--- src/rtl/sbs_pkg.sv ---
package sbs_pkg;

  typedef enum logic [1:0] {
    POST_NEXT,
    POST_LONG,
    POST_MID,
    POST_BURST
  } post_t;

  typedef struct packed {
    logic       wr;
    logic [6:0] addr;
    logic [7:0] data;
    post_t      post;
  } step_t;

  localparam int unsigned STEP_W      = 4;
  localparam int unsigned LAST_STEP   = 10;
  localparam int unsigned LASER_RD    = 9;
  localparam logic [7:0]  LOAD_CMD    = 8'hE2;

  function automatic step_t step_of(input logic [STEP_W-1:0] idx,
                                    input logic [7:0] laser_cur);
    step_t s;
    s = '{wr: 1'b0, addr: 7'h00, data: 8'h00, post: POST_NEXT};
    case (idx)
      4'd0:  s = '{wr: 1'b1, addr: 7'h3A, data: 8'h5A, post: POST_LONG};
      4'd1,
      4'd2,
      4'd3,
      4'd4,
      4'd5:  s = '{wr: 1'b0, addr: 7'(idx + 4'd1), data: 8'h00, post: POST_NEXT};
      4'd6:  s = '{wr: 1'b1, addr: 7'h39, data: 8'h02, post: POST_NEXT};
      4'd7:  s = '{wr: 1'b1, addr: 7'h13, data: 8'h1D, post: POST_MID};
      4'd8:  s = '{wr: 1'b1, addr: 7'h13, data: 8'h18, post: POST_BURST};
      4'd9:  s = '{wr: 1'b0, addr: 7'h20, data: 8'h00, post: POST_NEXT};
      4'd10: s = '{wr: 1'b1, addr: 7'h20, data: laser_cur & 8'hF0, post: POST_NEXT};
      default: s = '{wr: 1'b0, addr: 7'h00, data: 8'h00, post: POST_NEXT};
    endcase
    return s;
  endfunction

endpackage

--- src/rtl/sbs_wait_timer.sv ---
module sbs_wait_timer #(
  parameter int unsigned CW = 8
) (
  input  logic          clk,
  input  logic          rst_n,
  input  logic          load,
  input  logic [CW-1:0] cycles,
  output logic          expire
);
  logic [CW-1:0] cnt;

  always_ff @(posedge clk or negedge rst_n) begin
    if (!rst_n)          cnt <= '0;
    else if (load)       cnt <= cycles;
    else if (cnt != '0)  cnt <= cnt - 1'b1;
  end

  assign expire = (cnt == CW'(1));
endmodule

--- src/rtl/sbs_fw_burst.sv ---
module sbs_fw_burst
  import sbs_pkg::*;
#(
  parameter int unsigned FW_BYTES = 3070,
  parameter int unsigned GAP_CYC  = 750
) (
  input  logic       clk,
  input  logic       rst_n,
  input  logic       go,
  output logic       done,
  output logic       spi_cs_n,
  output logic       spi_tx_valid,
  input  logic       spi_tx_ready,
  output logic [7:0] spi_tx_data,
  input  logic       fw_valid,
  output logic       fw_ready,
  input  logic [7:0] fw_data
);
  localparam int unsigned GW = $clog2(GAP_CYC + 1);
  localparam int unsigned NW = $clog2(FW_BYTES + 1);

  typedef enum logic [1:0] {B_IDLE, B_CMD, B_GAP, B_DATA} bst_t;
  bst_t          st;
  logic [NW-1:0] sent;
  logic          gap_exp;
  logic          accept;
  logic          all_sent;

  assign spi_cs_n     = (st == B_IDLE);
  assign spi_tx_valid = (st == B_CMD) || ((st == B_DATA) && fw_valid);
  assign spi_tx_data  = (st == B_CMD) ? LOAD_CMD : fw_data;
  assign fw_ready     = (st == B_DATA) && spi_tx_ready;
  assign accept       = spi_tx_valid && spi_tx_ready;
  assign all_sent     = (sent == NW'(FW_BYTES));
  assign done         = (st == B_GAP) && gap_exp && all_sent;

  sbs_wait_timer #(.CW(GW)) gap_tmr_i (
    .clk    (clk),
    .rst_n  (rst_n),
    .load   (accept),
    .cycles (GW'(GAP_CYC)),
    .expire (gap_exp)
  );

  always_ff @(posedge clk or negedge rst_n) begin
    if (!rst_n) begin
      st   <= B_IDLE;
      sent <= '0;
    end else begin
      case (st)
        B_IDLE: if (go) begin
          st   <= B_CMD;
          sent <= '0;
        end
        B_CMD:  if (accept) st <= B_GAP;
        B_DATA: if (accept) begin
          st   <= B_GAP;
          sent <= sent + 1'b1;
        end
        B_GAP:  if (gap_exp) st <= all_sent ? B_IDLE : B_DATA;
        default: st <= B_IDLE;
      endcase
    end
  end
endmodule

--- src/rtl/sensor_boot_seq.sv ---
module sensor_boot_seq
  import sbs_pkg::*;
#(
  parameter int unsigned CLK_HZ         = 50_000_000,
  parameter int unsigned RESET_WAIT_CYC = CLK_HZ / 20,
  parameter int unsigned FRAME_WAIT_CYC = CLK_HZ / 100,
  parameter int unsigned BYTE_GAP_CYC   = (CLK_HZ / 1_000_000) * 15,
  parameter int unsigned FW_BYTES       = 3070
) (
  input  logic       clk,
  input  logic       rst_n,
  input  logic       start,
  output logic       busy,
  output logic       init_done,
  output logic       reg_req_valid,
  input  logic       reg_req_ready,
  output logic       reg_req_write,
  output logic [6:0] reg_req_addr,
  output logic [7:0] reg_req_wdata,
  input  logic       reg_rsp_valid,
  input  logic [7:0] reg_rsp_rdata,
  output logic       spi_cs_n,
  output logic       spi_tx_valid,
  input  logic       spi_tx_ready,
  output logic [7:0] spi_tx_data,
  input  logic       fw_valid,
  output logic       fw_ready,
  input  logic [7:0] fw_data
);
  localparam int unsigned WAIT_MAX = (RESET_WAIT_CYC > FRAME_WAIT_CYC) ?
                                     RESET_WAIT_CYC : FRAME_WAIT_CYC;
  localparam int unsigned TW = $clog2(WAIT_MAX + 1);

  typedef enum logic [2:0] {ST_IDLE, ST_REQ, ST_RSP, ST_WAIT, ST_BURST, ST_DONE} ph_t;
  ph_t               ph;
  logic [STEP_W-1:0] step;
  logic [7:0]        laser_cur;
  step_t             cur;
  logic              rsp_hit;
  logic              wait_load;
  logic [TW-1:0]     wait_cycles;
  logic              wait_exp;
  logic              burst_go;
  logic              burst_done;

  assign cur           = step_of(step, laser_cur);
  assign rsp_hit       = (ph == ST_RSP) && reg_rsp_valid;
  assign busy          = (ph != ST_IDLE) && (ph != ST_DONE);
  assign init_done     = (ph == ST_DONE);
  assign reg_req_valid = (ph == ST_REQ);
  assign reg_req_write = cur.wr;
  assign reg_req_addr  = cur.addr;
  assign reg_req_wdata = cur.data;
  assign burst_go      = rsp_hit && (cur.post == POST_BURST);
  assign wait_load     = (rsp_hit && ((cur.post == POST_LONG) || (cur.post == POST_MID)))
                       || ((ph == ST_BURST) && burst_done);
  assign wait_cycles   = (rsp_hit && (cur.post == POST_LONG)) ?
                         TW'(RESET_WAIT_CYC) : TW'(FRAME_WAIT_CYC);

  sbs_wait_timer #(.CW(TW)) step_tmr_i (
    .clk    (clk),
    .rst_n  (rst_n),
    .load   (wait_load),
    .cycles (wait_cycles),
    .expire (wait_exp)
  );

  sbs_fw_burst #(.FW_BYTES(FW_BYTES), .GAP_CYC(BYTE_GAP_CYC)) burst_i (
    .clk          (clk),
    .rst_n        (rst_n),
    .go           (burst_go),
    .done         (burst_done),
    .spi_cs_n     (spi_cs_n),
    .spi_tx_valid (spi_tx_valid),
    .spi_tx_ready (spi_tx_ready),
    .spi_tx_data  (spi_tx_data),
    .fw_valid     (fw_valid),
    .fw_ready     (fw_ready),
    .fw_data      (fw_data)
  );

  always_ff @(posedge clk or negedge rst_n) begin
    if (!rst_n) begin
      ph        <= ST_IDLE;
      step      <= '0;
      laser_cur <= '0;
    end else begin
      case (ph)
        ST_IDLE, ST_DONE: if (start) begin
          ph   <= ST_REQ;
          step <= '0;
        end
        ST_REQ: if (reg_req_ready) ph <= ST_RSP;
        ST_RSP: if (reg_rsp_valid) begin
          if (step == STEP_W'(LASER_RD)) laser_cur <= reg_rsp_rdata;
          case (cur.post)
            POST_NEXT: begin
              if (step == STEP_W'(LAST_STEP)) ph <= ST_DONE;
              else begin
                step <= step + 1'b1;
                ph   <= ST_REQ;
              end
            end
            POST_BURST: ph <= ST_BURST;
            default:    ph <= ST_WAIT;
          endcase
        end
        ST_WAIT: if (wait_exp) begin
          step <= step + 1'b1;
          ph   <= ST_REQ;
        end
        ST_BURST: if (burst_done) ph <= ST_WAIT;
        default: ph <= ST_IDLE;
      endcase
    end
  end
endmodule

--- config.mk ---
export PLATFORM = sky130hd
export DESIGN_NAME = sensor_boot_seq
export DESIGN_NICKNAME = d
export VERILOG_FILES = /design/src/rtl/sbs_pkg.sv /design/src/rtl/sbs_wait_timer.sv /design/src/rtl/sbs_fw_burst.sv /design/src/rtl/sensor_boot_seq.sv
export SDC_FILE = /design/constraint.sdc
export NUM_CORES = 1
export LEC_CHECK = 0
export ABC_AREA = 1
export BUFFER_PORTS_ARGS = -buffer_cell sky130_fd_sc_hd__buf_2
export CORE_ASPECT_RATIO = 0.5
export CORE_MARGIN = 2
export CORE_UTILIZATION = 58
export DETAILED_ROUTE_END_ITERATION = 16
export MAX_ROUTING_LAYER = met4
export PLACE_DENSITY = 0.9
export SYNTH_ARGS = -nofsm -noshare
export SYNTH_HDL_FRONTEND = slang
export SYNTH_SLANG_ARGS = --single-unit
export TNS_END_PERCENT = 1
--- constraint.sdc ---
create_clock -name clk -period 2.8 [get_ports clk]
set_clock_uncertainty 0.05 [all_clocks]
set_input_delay 0.7 -clock clk [delete_from_list [all_inputs] [get_ports clk]]
set_output_delay 0.7 -clock clk [all_outputs]
set_load 0.1 [all_outputs]
* Yosys cells after proc, flatten, opt, wreduce, memory -nomap -nowiden
Cells that the tools add are included.
Word-level totals: flip-flop bits (word level) 61, output and inout bits 30, logic and storage cells 110
Cells by class: add/sub/neg operators 5, equal/unequal tests 36, muxes and demuxes 29, reductions and logical operators 33
Operator list (number):
- 18-bit one-hot mux with 7 select lines | 1
- 22-bit two-way mux | 3
- 12-bit two-way mux | 2
- 12-bit one-hot mux with 2 select lines | 1
- 22-bit by 1-bit == test with 1-bit output (second input constant) | 1
- 22-bit nonzero test | 1
- 22-bit by 1-bit subtractor with 22-bit output (second input constant) | 1
- 10-bit two-way mux | 2
- 4-bit two-way mux | 5
- 3-bit two-way mux | 6
- 4-bit by 3-bit == test with 1-bit output (second input constant) | 4
- 3-bit one-hot mux with 5 select lines | 1
- 2-bit by 1-bit inequality test with 1-bit output (second input constant) | 7
- 12-bit by 1-bit adder with 12-bit output (second input constant) | 1
- 12-bit == test (second input constant) | 1
- 4-bit == test (second input constant) | 3
- 4-bit one-hot mux with 3 select lines | 1
- 1-bit logical AND | 11
- 10-bit by 1-bit == test with 1-bit output (second input constant) | 1
- 10-bit nonzero test | 1
- 10-bit by 1-bit subtractor with 10-bit output (second input constant) | 1
- 3-bit AND reduction | 3
- 2-bit == test (second input constant) | 4
- 4-bit by 2-bit == test with 1-bit output (second input constant) | 2
- other kinds (23) | 39

* Depth between registers and ports, before layout
depth in word-level cells 8, depth in mapped cells 12

* Cells and area by module
A second synthesis with hierarchy kept.
Second synthesis, totals: cell total of the unflattened synthesis 648, area total of the unflattened synthesis 4356.7 um^2
By module, submodules not included:
- sbs_wait_timer (step_tmr_i) | times used 1, cells an instance 229, area an instance 1531.5 um^2
- sensor_boot_seq | times used 1, cells an instance 164, area an instance 1093.5 um^2
- sbs_fw_burst | times used 1, cells an instance 156, area an instance 1011.0 um^2
- sbs_wait_timer (burst_i.gap_tmr_i) | times used 1, cells an instance 99, area an instance 720.7 um^2

* Worst setup path after synthesis
No wires, ideal clock.
kind flip-flop to output port, from register step[0], to output reg_req_wdata[4], data arrival time 3.033 ns, setup slack -0.983 ns, cell stages (with the launch flop) 5, cells stage by stage dfrtp_1 -> inv_1 -> ha_1 -> nand3_1 -> o21ai_0
On the way: word-level cells in the longest chain between the ends 3, elaborated cells between the ends (all ways) 13, those cells by class eq/ne: 10; mux: 1; reduce/logical: 2
Ends and longest elaborated chain:
- start: declaration | line sensor_boot_seq.sv:36 | logic [STEP_W-1:0] step;
- start signal: assignment | line sensor_boot_seq.sv:100 | step <= step + 1'b1;
- start signal: assignment | line sensor_boot_seq.sv:109 | step <= step + 1'b1;
- 4-bit by 1-bit == test with 1-bit output, or another cell as far along | line sbs_pkg.sv:26 | case (idx)
- 5-bit OR reduction | line sbs_pkg.sv:26
- 18-bit one-hot mux with 7 select lines * | line sbs_pkg.sv:26
- end: declaration | line sensor_boot_seq.sv:19 | output logic [7:0] reg_req_wdata,
Every way passes the cells marked *; elsewhere a longest branch is shown, timed or not.

* Worst setup path after layout
from register step[0], to output reg_req_addr[0]
On the way: word-level cells in the longest chain between the ends 3, elaborated cells between the ends (all ways) 14, those cells by class add/sub: 1; eq/ne: 10; mux: 1; reduce/logical: 2
Ends and longest elaborated chain:
- branches (longest 2 deep; another with 4-bit by 1-bit adder with 5-bit output)
- 18-bit one-hot mux with 7 select lines * | line sbs_pkg.sv:26
- end: declaration | line sensor_boot_seq.sv:18 | output logic [6:0] reg_req_addr,
Mark *: on every way between the ends.

==> key figures <==
Die
  – IO Count: 53
  – Die X: 122 µm
  – Initial Utilization: between 60 and 70%
  – Die ar.: ~0.0076 mm²
  – Cell row count: 21
  – Die H: about 63 µm
  – Std-Cell Core Area: 0.00667 mm²

Pwr
  – Total chip power: between 5 and 6 mW
  – Cell area power density: 1080 mW/mm²
  – Worst vdd rail ir drop: around 850 µV
  – Leakage: 2.31 nW

Layout
  – Synthesis-to-finish area growth: 15.4%
  – Fraction of layout cells with a size suffix above 1: 16.9%
  – Diode count: 0
  – Post-Layout Cell Count: around 720
  – Nets@finish: around 670
  – Post-layout util: between 60% and 70%

CTS
  – Clock edge transition at the registers on the reported setup and hold paths: around 50 ps
  – Skew-Pair Late Insertion Delay: 340 ps
  – CTS Hold Buffers Added: 0
  – Clk buf depth: 2
  – Total number of H-tree levels: 3
  – Number of clock sinks: 57
  – Master cell of the clock root buffer: sky130_fd_sc_hd__clkbuf_16
  – Clock tree from TritonCTS: built
  – Cts bufs inserted: 9

Route
  – Average wire per cell in the routed design: approximately 13 µm
  – Pre-Repair DR Iteration Count: 5
  – DR DRC count: 0
  – Vias: roughly 3800
  – Vias per inst: between 5 and 6
  – DRT Wirelength: around 9.6 mm
  – Number of violations reported at the end of detailed-routing iteration 0: approximately 300
  – Final ANT Viol Nets: 0

Logic synthesis
  – Net Count, Synth: slightly above 600
  – Synthesis-stage register bit count: 57
  – Most frequent cells after synthesis: sky130_fd_sc_hd__nand2_1, sky130_fd_sc_hd__nor2_1, sky130_fd_sc_hd__inv_1
  – Number of distinct library cells after synthesis: 40
  – Proportion of synthesized chip area in sequential cells: 35.6%
  – Synthesized instance count: around 570
  – Most common cell in the synthesized netlist: sky130_fd_sc_hd__nand2_1
  – Leading cell types by total area after synthesis: sky130_fd_sc_hd__dfrtp_1, sky130_fd_sc_hd__nand2_1, sky130_fd_sc_hd__nor2_1, sky130_fd_sc_hd__inv_1, sky130_fd_sc_hd__ha_1
  – Cell taking the most area after synthesis: sky130_fd_sc_hd__dfrtp_1
  – Fraction of registers with async set or reset after synthesis: between 90% and 100%
  – Top-area cell type share of the netlist area: a little over a third
  – Post-synthesis instance area: roughly 0.0040 mm²
  – Number of flops mapped to enable cells by yosys: 0
  – Synthesis Warnings: 0
  – Syn avg cell area: between 7 and 8 µm²
  – Most instantiated flip-flop cell in the synthesis netlist: sky130_fd_sc_hd__dfrtp_1

Placed design
  – Placed cell count: about 710
  – Final GP Congestion: slightly above 0.9
  – Final HPWL DP: roughly 6.7 mm
  – Number of I/O port buffers: 47

Setup path
  – Worst EP arrival: 1950 ps
  – Critical path class: reg -> out
  – Critical register-to-register path endpoint: step_tmr_i.cnt[21]
  – Launching instance or port of the critical path: step[0]
  – Endpoint of the most critical setup path: reg_req_addr[0]
  – Register-to-register setup slack: 300 ps
  – Register-to-Register Path Depth: 11
  – Sort of element at the start of the critical path: register
  – RR Startpoint: step[2]
  – Maximum fanout encountered on the critical timing path: 5
  – Endpoint kind of the worst setup timing path: primary output
  – Crit path required time: between 2000 and 2500 ps

Flow run
  – Number of violations of the max-capacitance limit: 0

Timing
  – Post-route clock period utilization: slightly below 100%
  – Number of failing hold endpoints at the final stage: 0
  – Total count of max-transition violations in the final report: 0
  – Final setup vio count: 0
  – Clock period minus worst slack: about 2700 ps
  – Worst hold slack after final layout: around 400 ps
  – Actual slew at the worst max-slew pin: 802 ps
  – Maximum achievable frequency: 371 MHz
  – Max_slew headroom: a little under half
  – Setup repair after global routing missed its margin: yes

Global route
  – Via count of the first global-routing pass: about 3700
  – Remaining global-route overflow: 0
  – Pin count of the biggest net entering global routing: 37
  – Overall global routing resource usage: between 20% and 30%
  – Wire length of the first global-routing pass: between 15 and 20 mm
  – Number of antenna violations at the first check in global routing: 0

Outcome
  – Outcome: complete, no violations

Worst hold path
  – Class of the tightest hold or removal check: in -> async
## layout by cell type (no fill, tap or decap), drive strengths merged
| master | n |
|---|---|
| nand2 | 159 |
| nor2 | 102 |
| inv | 73 |
| dfrtp | 57 |
| nand3 | 47 |
| buf | 43 |
| o21ai | 27 |
| clkbuf | 21 |
| ha | 18 |
| a21oi | 17 |
| xor2 | 12 |
| nand4 | 11 |
| or2 | 8 |
| nor3 | 6 |
| xnor2 | 5 |
| nand3b | 5 |
| a31oi | 4 |
| nor3b | 4 |
| o211ai | 3 |
| clkinv | 3 |
| and2 | 1 |
| o21bai | 1 |
| o22ai | 1 |
| conb | 1 |
## worst min path at each step
stage	endpoint	slack [ps]	cells after the start
final	burst_i.gap_tmr_i.cnt[4]	400	1
after global routing	step_tmr_i.cnt[18]	470	2
after CTS	burst_i.gap_tmr_i.cnt[0]	430	1
after detailed placement	step_tmr_i.cnt[18]	430	2
after global placement	step_tmr_i.cnt[18]	420	2
after floorplan	burst_i.gap_tmr_i.cnt[0]	350	0
## worst max-delay path, cell delays in order, from the launching register on
cell,delay (ps)
sky130_fd_sc_hd__dfrtp_1,420
sky130_fd_sc_hd__inv_1,110
sky130_fd_sc_hd__ha_1,260
sky130_fd_sc_hd__o21ai_0,180
sky130_fd_sc_hd__nand4_1,180
sky130_fd_sc_hd__nand2_1,130
sky130_fd_sc_hd__nand3_1,120
sky130_fd_sc_hd__buf_6,210
## where the power goes
| group | total, mW | switching, mW | internal, mW |
|---|---|---|---|
| logic | 2.79 | 2.14 | 0.653 |
| clock network | 1.02 | 0.378 | 0.642 |
| registers | 1.21 | 0.202 | 1.01 |
## kinds of logic (layout without fill, tap and decap cells)
kind of cell	after synthesis	count (layout)	share of synthesized area, %
flops	57	57	35.6
compound gates	53	53	8.15
simple gates	343	343	38.0
buf+inv	82	140	8.80
xor+xnor	17	17	3.71
fa+ha+maj	18	18	5.62
other cells	1	1	0.0935
## sequential cells by signal (all words and copies together), names as in the netlist
register,flops
laser_cur,4
burst_i.gap_tmr_i.cnt,10
burst_i.sent,12
ph,3
burst_i.st,2
step,4
step_tmr_i.cnt,22
## area by class of cell
type | instances | area (µm²)
well taps | 92 | 115
flip-flops and latches | 57 | 1430
inverters | 73 | 274
clock inverters | 3 | 15.0
clock buffers | 13 | 260
repair buffers | 51 | 299
multi-input cells | 432 | 2240
fillers | 545 | 2050
## per-stage QoR
step	worst slack (ps)	cell area [µm²]	TNS, ps
floorplan	-399	4010	-5230
CTS	8.90	4590	0
global placement	366	4310	0
detailed placement	354	4310	0
finish	105	4630	0
global route	-16.6	4630	-19.5
## timing repair
action,in CTS,in global routing
pin swaps,0,1
cloned,0,0
buffers inserted,0,0
resized for setup,1,16
hold endpoints to repair,0,0
endpoints found under the setup margin,1,12
## layer usage
layer / global-route usage, % / wire (µm) / share of wire, % / up-vias
li1: - / - / - / 1917
met1: 35.0 / 4370 / 46 / 1791
met2: 47.1 / 4660 / 49 / 108
met3: 7.66 / 476 / 5.0 / 11
met4: 7.90 / 89 / 0.93 / 0
met5: - / 0 / 0 / -
Note: power is estimated with default switching activity, not from simulation.
